<file path="src/rtl/lt_pkg.sv">
package lt_pkg;
  localparam int VEC_W    = 8;
  localparam int DIV_W    = 4;
  localparam int SHIFT_W  = 3;
  localparam int MASK_BIT = 16;
  localparam int PER_BIT  = 17;
  localparam logic [DIV_W-1:0] DIV_KEEP = 4'hB;

  typedef enum logic [1:0] {
    SEL_ENTRY = 2'd0,
    SEL_INIT  = 2'd1,
    SEL_CUR   = 2'd2,
    SEL_DIV   = 2'd3
  } reg_sel_e;

  typedef struct packed {
    logic             periodic;
    logic             masked;
    logic [VEC_W-1:0] vector;
  } entry_t;

  // 3-bit code from bits {3,1,0}; shift wraps mod 8
  function automatic logic [SHIFT_W-1:0] div_to_shift(input logic [DIV_W-1:0] d);
    logic [SHIFT_W-1:0] code;
    code = {d[3], d[1:0]};
    return code + 3'd1;
  endfunction

  localparam logic [SHIFT_W-1:0] RST_SHIFT = div_to_shift(4'h0);
endpackage

</file>
<file path="src/rtl/lt_cfg_regs.sv">
module lt_cfg_regs
  import lt_pkg::*;
#(
  parameter int CNT_W  = 32,
  parameter int DATA_W = 32
) (
  input  logic              clk_i,
  input  logic              rst_ni,
  input  logic              we_i,
  input  reg_sel_e          sel_i,
  input  logic [DATA_W-1:0] wdata_i,
  output entry_t            entry_o,
  output logic [CNT_W-1:0]  init_o,
  output logic [DIV_W-1:0]  div_o,
  output logic              load_o
);
  entry_t            entry_q;
  logic [CNT_W-1:0]  init_q;
  logic [DIV_W-1:0]  div_q;
  logic              unused_wdata;

  assign unused_wdata = ^wdata_i;

  always_ff @(posedge clk_i or negedge rst_ni) begin
    if (!rst_ni) begin
      entry_q <= '{periodic: 1'b0, masked: 1'b1, vector: '0};
      init_q  <= '0;
      div_q   <= '0;
    end else if (we_i) begin
      unique case (sel_i)
        SEL_ENTRY: begin
          entry_q.vector   <= wdata_i[VEC_W-1:0];
          entry_q.masked   <= wdata_i[MASK_BIT];
          entry_q.periodic <= wdata_i[PER_BIT];
        end
        SEL_INIT: init_q <= wdata_i[CNT_W-1:0];
        SEL_DIV:  div_q  <= wdata_i[DIV_W-1:0] & DIV_KEEP;
        default: ;
      endcase
    end
  end

  assign entry_o = entry_q;
  assign init_o  = init_q;
  assign div_o   = div_q;
  assign load_o  = we_i && (sel_i == SEL_INIT);
endmodule

</file>
<file path="src/rtl/lt_prescaler.sv">
module lt_prescaler
  import lt_pkg::*;
#(
  parameter int SH_W = SHIFT_W
) (
  input  logic            clk_i,
  input  logic            rst_ni,
  input  logic [SH_W-1:0] shift_i,
  input  logic            restart_i,
  output logic            tick_o
);
  localparam int PC_W = (1 << SH_W) - 1;

  logic [SH_W-1:0] act_q;
  logic [PC_W-1:0] cnt_q;
  logic [PC_W:0]   span;

  assign span   = (PC_W+1)'(1) << act_q;
  assign tick_o = ({1'b0, cnt_q} == (span - 1'b1));

  // new shift is adopted only at rollover or restart
  always_ff @(posedge clk_i or negedge rst_ni) begin
    if (!rst_ni) begin
      cnt_q <= '0;
      act_q <= SH_W'(RST_SHIFT);
    end else if (restart_i || tick_o) begin
      cnt_q <= '0;
      act_q <= shift_i;
    end else begin
      cnt_q <= cnt_q + 1'b1;
    end
  end
endmodule

</file>
<file path="src/rtl/lt_down_counter.sv">
module lt_down_counter #(
  parameter int CNT_W = 32
) (
  input  logic             clk_i,
  input  logic             rst_ni,
  input  logic             load_i,
  input  logic [CNT_W-1:0] load_val_i,
  input  logic [CNT_W-1:0] reload_i,
  input  logic             tick_i,
  input  logic             periodic_i,
  output logic [CNT_W-1:0] cur_o,
  output logic             expire_o
);
  logic [CNT_W-1:0] cur_q;
  logic             run_q;
  logic             at_zero;
  logic             at_one;

  assign at_zero  = (cur_q == '0);
  assign at_one   = (cur_q == CNT_W'(1));
  assign expire_o = tick_i && run_q && !load_i && at_one;

  always_ff @(posedge clk_i or negedge rst_ni) begin
    if (!rst_ni) begin
      cur_q <= '0;
      run_q <= 1'b0;
    end else if (load_i) begin
      cur_q <= load_val_i;
      run_q <= |load_val_i;
    end else if (tick_i && run_q) begin
      if (at_zero) begin
        if (periodic_i) cur_q <= reload_i;
        else            run_q <= 1'b0;
      end else begin
        cur_q <= cur_q - 1'b1;
        if (at_one && !periodic_i) run_q <= 1'b0;
      end
    end
  end

  assign cur_o = cur_q;
endmodule

</file>
<file path="src/rtl/local_timer.sv">
module local_timer
  import lt_pkg::*;
#(
  parameter int CNT_W  = 32,
  parameter int DATA_W = 32
) (
  input  logic              clk_i,
  input  logic              rst_ni,
  input  logic              reg_we_i,
  input  logic [1:0]        reg_sel_i,
  input  logic [DATA_W-1:0] reg_wdata_i,
  output logic [DATA_W-1:0] reg_rdata_o,
  output logic              irq_o,
  output logic [VEC_W-1:0]  irq_vec_o
);
  reg_sel_e           sel;
  entry_t             entry;
  logic [CNT_W-1:0]   init_cnt;
  logic [CNT_W-1:0]   cur_cnt;
  logic [DIV_W-1:0]   div_cfg;
  logic               load;
  logic               tick;
  logic               expire;
  logic               entry_masked;
  logic               entry_periodic;
  logic               irq_q;
  logic [VEC_W-1:0]   vec_q;

  assign sel            = reg_sel_e'(reg_sel_i);
  assign entry_masked   = entry.masked;
  assign entry_periodic = entry.periodic;

  lt_cfg_regs #(.CNT_W(CNT_W), .DATA_W(DATA_W)) u_cfg (
    .clk_i   (clk_i),
    .rst_ni  (rst_ni),
    .we_i    (reg_we_i),
    .sel_i   (sel),
    .wdata_i (reg_wdata_i),
    .entry_o (entry),
    .init_o  (init_cnt),
    .div_o   (div_cfg),
    .load_o  (load)
  );

  lt_prescaler #(.SH_W(SHIFT_W)) u_presc (
    .clk_i     (clk_i),
    .rst_ni    (rst_ni),
    .shift_i   (div_to_shift(div_cfg)),
    .restart_i (load),
    .tick_o    (tick)
  );

  lt_down_counter #(.CNT_W(CNT_W)) u_cnt (
    .clk_i      (clk_i),
    .rst_ni     (rst_ni),
    .load_i     (load),
    .load_val_i (reg_wdata_i[CNT_W-1:0]),
    .reload_i   (init_cnt),
    .tick_i     (tick),
    .periodic_i (entry_periodic),
    .cur_o      (cur_cnt),
    .expire_o   (expire)
  );

  always_ff @(posedge clk_i or negedge rst_ni) begin
    if (!rst_ni) begin
      irq_q <= 1'b0;
      vec_q <= '0;
    end else begin
      irq_q <= expire && !entry_masked;
      if (expire && !entry_masked) vec_q <= entry.vector;
    end
  end

  assign irq_o     = irq_q;
  assign irq_vec_o = vec_q;

  always_comb begin
    reg_rdata_o = '0;
    unique case (sel)
      SEL_ENTRY: begin
        reg_rdata_o[VEC_W-1:0] = entry.vector;
        reg_rdata_o[MASK_BIT]  = entry.masked;
        reg_rdata_o[PER_BIT]   = entry.periodic;
      end
      SEL_INIT: reg_rdata_o = DATA_W'(init_cnt);
      SEL_CUR:  reg_rdata_o = DATA_W'(cur_cnt);
      SEL_DIV:  reg_rdata_o = DATA_W'(div_cfg);
      default:  reg_rdata_o = '0;
    endcase
  end
endmodule

</file>
<file path="config.mk">
export PLATFORM = sky130hd
export DESIGN_NAME = local_timer
export DESIGN_NICKNAME = d
export VERILOG_FILES = /design/src/rtl/lt_pkg.sv /design/src/rtl/lt_cfg_regs.sv /design/src/rtl/lt_prescaler.sv /design/src/rtl/lt_down_counter.sv /design/src/rtl/local_timer.sv
export SDC_FILE = /design/constraint.sdc
export NUM_CORES = 1
export LEC_CHECK = 0
export ABC_AREA = 0
export BUFFER_PORTS_ARGS = -buffer_cell sky130_fd_sc_hd__buf_4
export CAP_MARGIN = 20
export CORE_ASPECT_RATIO = 1.75
export CORE_MARGIN = 4
export CORE_UTILIZATION = 30
export DETAILED_ROUTE_END_ITERATION = 6
export SLEW_MARGIN = 20
export SYNTH_ARGS = -nofsm -noshare
export SYNTH_HDL_FRONTEND = slang
export SYNTH_SLANG_ARGS = --single-unit
</file>
<file path="constraint.sdc">
create_clock -name clk_i -period 7.6 [get_ports clk_i]
set_input_delay 1.9 -clock clk_i [delete_from_list [all_inputs] [get_ports clk_i]]
set_output_delay 1.9 -clock clk_i [all_outputs]
set_load 0.1 [all_outputs]
</file>
==> metrics.txt <==
# TYPE chip_impl_metric gauge
chip_impl_metric{name="synth-warning-count",unit=""} 0
chip_impl_metric{name="synth_cell_types",unit=""} 58
chip_impl_info{name="synth.area.top_cells",value="sky130_fd_sc_hd__dfrtp_1 (40%), sky130_fd_sc_hd__nand2_1 (7.9%), sky130_fd_sc_hd__mux2_2 (6.0%), sky130_fd_sc_hd__a22oi_1 (3.6%), sky130_fd_sc_hd__nor2b_1 (2.8%)"} 1
chip_impl_metric{name="synth_seq_area_share",unit="%"} 40.7
chip_impl_metric{name="insertion_delay",unit="ps"} 370
chip_impl_metric{name="starting_density_of_the_core",unit="%"} 30.4
chip_impl_info{name="outcome",value="finished, violations left"} 1
chip_impl_info{name="unrepaired_setup_endpoints_after_global_routing",value="no"} 1
chip_impl_metric{name="ys_seq_elements",unit=""} 97
chip_impl_metric{name="timing.reg2reg.setup_slack",unit="ps"} 4090
chip_impl_metric{name="floorplan.core_area",unit="sq mm"} 0.0197
chip_impl_metric{name="power.ir.vdd_worst",unit="mV"} 0.115
chip_impl_metric{name="finish.net_count",unit=""} 785
chip_impl_metric{name="layout.cell_area.non_filler",unit="sq mm"} 0.00709
chip_impl_metric{name="synth-async-reset-ratio",unit="%"} 100
chip_impl_info{name="netlist_top_cells_count",value="sky130_fd_sc_hd__nand2_1 (125), sky130_fd_sc_hd__dfrtp_1 (95), sky130_fd_sc_hd__nor2_1 (35)"} 1
chip_impl_info{name="startpoint_of_the_worst_hold_path",value="u_cfg.div_o[0]"} 1
chip_impl_metric{name="wire_per_inst",unit="microns"} 19.9
chip_impl_metric{name="max_freq",unit="GHz"} 0.173
chip_impl_metric{name="first_pass_grt_wire_length",unit="mm"} 31.5
chip_impl_metric{name="gr-usage-all-layers",unit="%"} 17.9
chip_impl_metric{name="grt.overflow.total",unit=""} 0
chip_impl_metric{name="worstSetupPathDepth",unit=""} 7
chip_impl_metric{name="timing.hold.worst_path_depth",unit=""} 1
chip_impl_info{name="critical-path-top-delay-family",value="buffers and inverters"} 1
chip_impl_metric{name="die_w",unit="microns"} 115
chip_impl_info{name="timing.critical_path.slowest_stage_cell",value="sky130_fd_sc_hd__ha_1"} 1
chip_impl_info{name="critical_path_class",value="input port to output pin"} 1
chip_impl_metric{name="post-route-drc-count",unit=""} 6
chip_impl_info{name="clk_root_buffer_cell",value="sky130_fd_sc_hd__clkbuf_16"} 1
chip_impl_info{name="cell_chain_critical_path",value="buf_4 > inv_1 > ha_1 > buf_4 > a22oi_1 > nor2b_1 > buf_4"} 1
chip_impl_metric{name="die_y",unit="microns"} 195
chip_impl_info{name="post-synth-top-area-cell",value="sky130_fd_sc_hd__dfrtp_1"} 1
chip_impl_metric{name="timing.final.crit_share",unit="%"} 76.1
chip_impl_metric{name="arrival",unit="ps"} 3880
chip_impl_metric{name="timing.final.crit_period",unit="ps"} 5780
chip_impl_metric{name="worst-endpoint-required",unit="ps"} 5700
chip_impl_metric{name="ff2ff_path_depth",unit=""} 7
chip_impl_metric{name="antenna_found_initial",unit=""} 0
chip_impl_metric{name="critical_path.max_fanout",unit=""} 21
chip_impl_metric{name="drt-pass1-iter-count",unit=""} 7
chip_impl_metric{name="drv_slew",unit=""} 0
chip_impl_metric{name="cell_area_synth",unit="sq mm"} 0.00597
chip_impl_metric{name="synthDominantCellAreaShare",unit="%"} 39.8
chip_impl_metric{name="clock_net_sink_count",unit=""} 97
chip_impl_info{name="critPathMostFrequentCell",value="sky130_fd_sc_hd__buf_4"} 1
chip_impl_metric{name="placement_rows",unit=""} 68
chip_impl_metric{name="cts_post_setup_buffers_inserted",unit=""} 0
chip_impl_metric{name="dr.first_iter.drc_count",unit=""} 393
chip_impl_metric{name="powerDensity",unit="mW/mm^2"} 270
chip_impl_metric{name="synth_cells",unit=""} 684
chip_impl_info{name="violations",value="design-rule violations"} 1
chip_impl_metric{name="synth_nets",unit=""} 731
chip_impl_metric{name="setup-tns-final",unit="ps"} 0
chip_impl_metric{name="io_pins",unit=""} 78
chip_impl_metric{name="area.growth.synth_to_final",unit="%"} 18.8
chip_impl_info{name="synth_most_common_cell",value="sky130_fd_sc_hd__nand2_1"} 1
chip_impl_metric{name="static-leakage-power",unit="nW"} 3.05
chip_impl_info{name="crit_path_start_kind",value="input port"} 1
chip_impl_metric{name="synth_area_per_cell",unit="sq um"} 8.73
chip_impl_info{name="hold_class",value="flop to flop"} 1
chip_impl_metric{name="fin_worst_skew",unit="ps"} 15.3
chip_impl_metric{name="critical_path_buf_inv_count",unit=""} 4
chip_impl_metric{name="postCtsHoldBufs",unit=""} 0
chip_impl_metric{name="timing.final.setup_violations",unit=""} 0
chip_impl_metric{name="drive_gt1_share",unit="%"} 20.3
chip_impl_metric{name="placement.io_buffers",unit=""} 77
chip_impl_metric{name="globalplace.congestion",unit=""} 0.972
chip_impl_info{name="regToRegStartpoint",value="u_cnt.cur_o[4]"} 1
chip_impl_metric{name="drv_cap",unit=""} 0
chip_impl_metric{name="cts_resized",unit=""} 0
chip_impl_metric{name="postRouteAntennaNets",unit=""} 0
chip_impl_metric{name="report.final.hold_viol_count",unit=""} 0
chip_impl_metric{name="dr_total_vias",unit=""} 5542
chip_impl_metric{name="ctsHtreeMaxLevel",unit=""} 3
chip_impl_metric{name="diodes",unit=""} 0
chip_impl_metric{name="viasPerCell",unit=""} 5.61
chip_impl_info{name="crit_start",value="reg_sel_i[1]"} 1
chip_impl_info{name="synth_top_flop_cell",value="sky130_fd_sc_hd__dfrtp_1"} 1
chip_impl_metric{name="finalWirelength",unit="mm"} 19.7
chip_impl_metric{name="max_stage_delay",unit="ps"} 780
chip_impl_metric{name="fp.dieArea",unit="sq mm"} 0.0223
chip_impl_metric{name="worst_pin_slew",unit="ps"} 1110
chip_impl_info{name="tritoncts",value="done"} 1
chip_impl_info{name="worstSetupEndpointType",value="output pin"} 1
chip_impl_metric{name="slew-limit-headroom",unit="%"} 26.1
chip_impl_metric{name="grt_max_degree",unit=""} 68
chip_impl_metric{name="detailedPlacementHpwl",unit="mm"} 14.4
chip_impl_metric{name="grt_pass1_vias",unit=""} 5711
chip_impl_metric{name="number_of_clock_buffers_inserted_by_tritoncts",unit=""} 9
chip_impl_metric{name="clk_pin_slew_worst_paths",unit="ps"} 70
chip_impl_metric{name="placed_area",unit="sq mm"} 0.00679
chip_impl_metric{name="buffer_depth_of_the_longest_clock_path",unit=""} 2
chip_impl_metric{name="synth_enable_flop_cells",unit=""} 0
worst reg2reg max path: stages (launching register included):
cell and delay, ps:
sky130_fd_sc_hd__dfrtp_1 480, sky130_fd_sc_hd__nor4_1 740, sky130_fd_sc_hd__nand4b_1 460, sky130_fd_sc_hd__nor4_2 720, sky130_fd_sc_hd__buf_4 360, sky130_fd_sc_hd__mux2_2 360, sky130_fd_sc_hd__o31a_1 220, sky130_fd_sc_hd__o21ai_0 70
sequential cells by signal, indices dropped and copies added, names as in the netlist:
register / cells
u_cfg.entry_o: 10
u_cfg.init_o: 32
u_cfg.div_o: 3
irq_vec_o: 8
irq_o: 1
u_cnt.cur_o: 32
u_presc.act_q: 3
u_presc.cnt_q: 7
u_cnt.run_q: 1
cells by family (layout without fill, tap and decap cells):
group / Yosys count / in the layout / synth area share, %
xor+xnor: 13 / 13 / 1.91
simple gates: 310 / 310 / 26.1
fa+ha+maj: 10 / 10 / 2.10
mux: 48 / 48 / 8.72
buf+inv: 55 / 114 / 3.56
flops: 97 / 97 / 40.7
compound gates: 151 / 151 / 16.9
layout make-up:
type / instances / area [sq um]
repair buffers: 86 / 646
clock inverters: 7 / 76.3
clock buffers: 9 / 225
multi-input cells: 532 / 3360
well taps: 245 / 307
fillers: 2019 / 12600
inverters: 12 / 45.0
flip-flops and latches: 97 / 2430
routing by layer:
layer  vias to the layer above  GRT usage (%)  share of wire, %  wire [microns]
met5                         -              0                 0               0
met4                         0           9.07               4.0             778
met3                        48           1.99               3.6             709
met2                       157           32.2                53           10500
met1                      2735           20.5                39            7690
li1                       2602              -                 -               -
power breakdown:
part | internal [mW] | total (mW) | switching (mW)
registers | 0.627 | 0.794 | 0.167
clock network | 0.259 | 0.477 | 0.218
logic | 0.242 | 0.646 | 0.404
total | 1.13 | 1.92 | 0.789
cells in the final DEF (no fill, tap or decap), types with 12 or more instances in the layout:
cell and instances:
sky130_fd_sc_hd__a21oi_1 27, sky130_fd_sc_hd__nor3_1 18, sky130_fd_sc_hd__dfrtp_1 95, sky130_fd_sc_hd__mux2_2 32, sky130_fd_sc_hd__and3_1 13, sky130_fd_sc_hd__nand2_1 124, sky130_fd_sc_hd__mux2i_1 16, sky130_fd_sc_hd__nand3_1 24
sky130_fd_sc_hd__a22oi_1 29, sky130_fd_sc_hd__nor2_1 35, sky130_fd_sc_hd__o21ai_0 27, sky130_fd_sc_hd__nor4_1 21, sky130_fd_sc_hd__buf_4 86, sky130_fd_sc_hd__inv_1 12, sky130_fd_sc_hd__nor2b_1 27
stage by stage:
step	setup slack (ps)	util (%)	cells	total power, mW	hold WS (ps)
3_3_place_gp	1710	34.5	972	1.44	465
6_report	1820	36.1	988	1.92	475
3_5_place_dp	1700	34.5	972	1.45	477
2_1_floorplan	831	-	684	1.25	437
5_1_grt	1730	36.1	988	2.02	513
4_1_cts	1690	36.1	988	1.93	483
worst paths after layout:
path | endpoint
max reg2reg | u_cnt.cur_o[22]
min | u_presc.act_q[0]
max | reg_rdata_o[9]
min reg2reg | u_presc.act_q[0]
min in group asynchronous | u_cfg.init_o[20]
max in group asynchronous | u_cfg.entry_o[1]
Note: power is estimated with default switching activity, not from simulation.
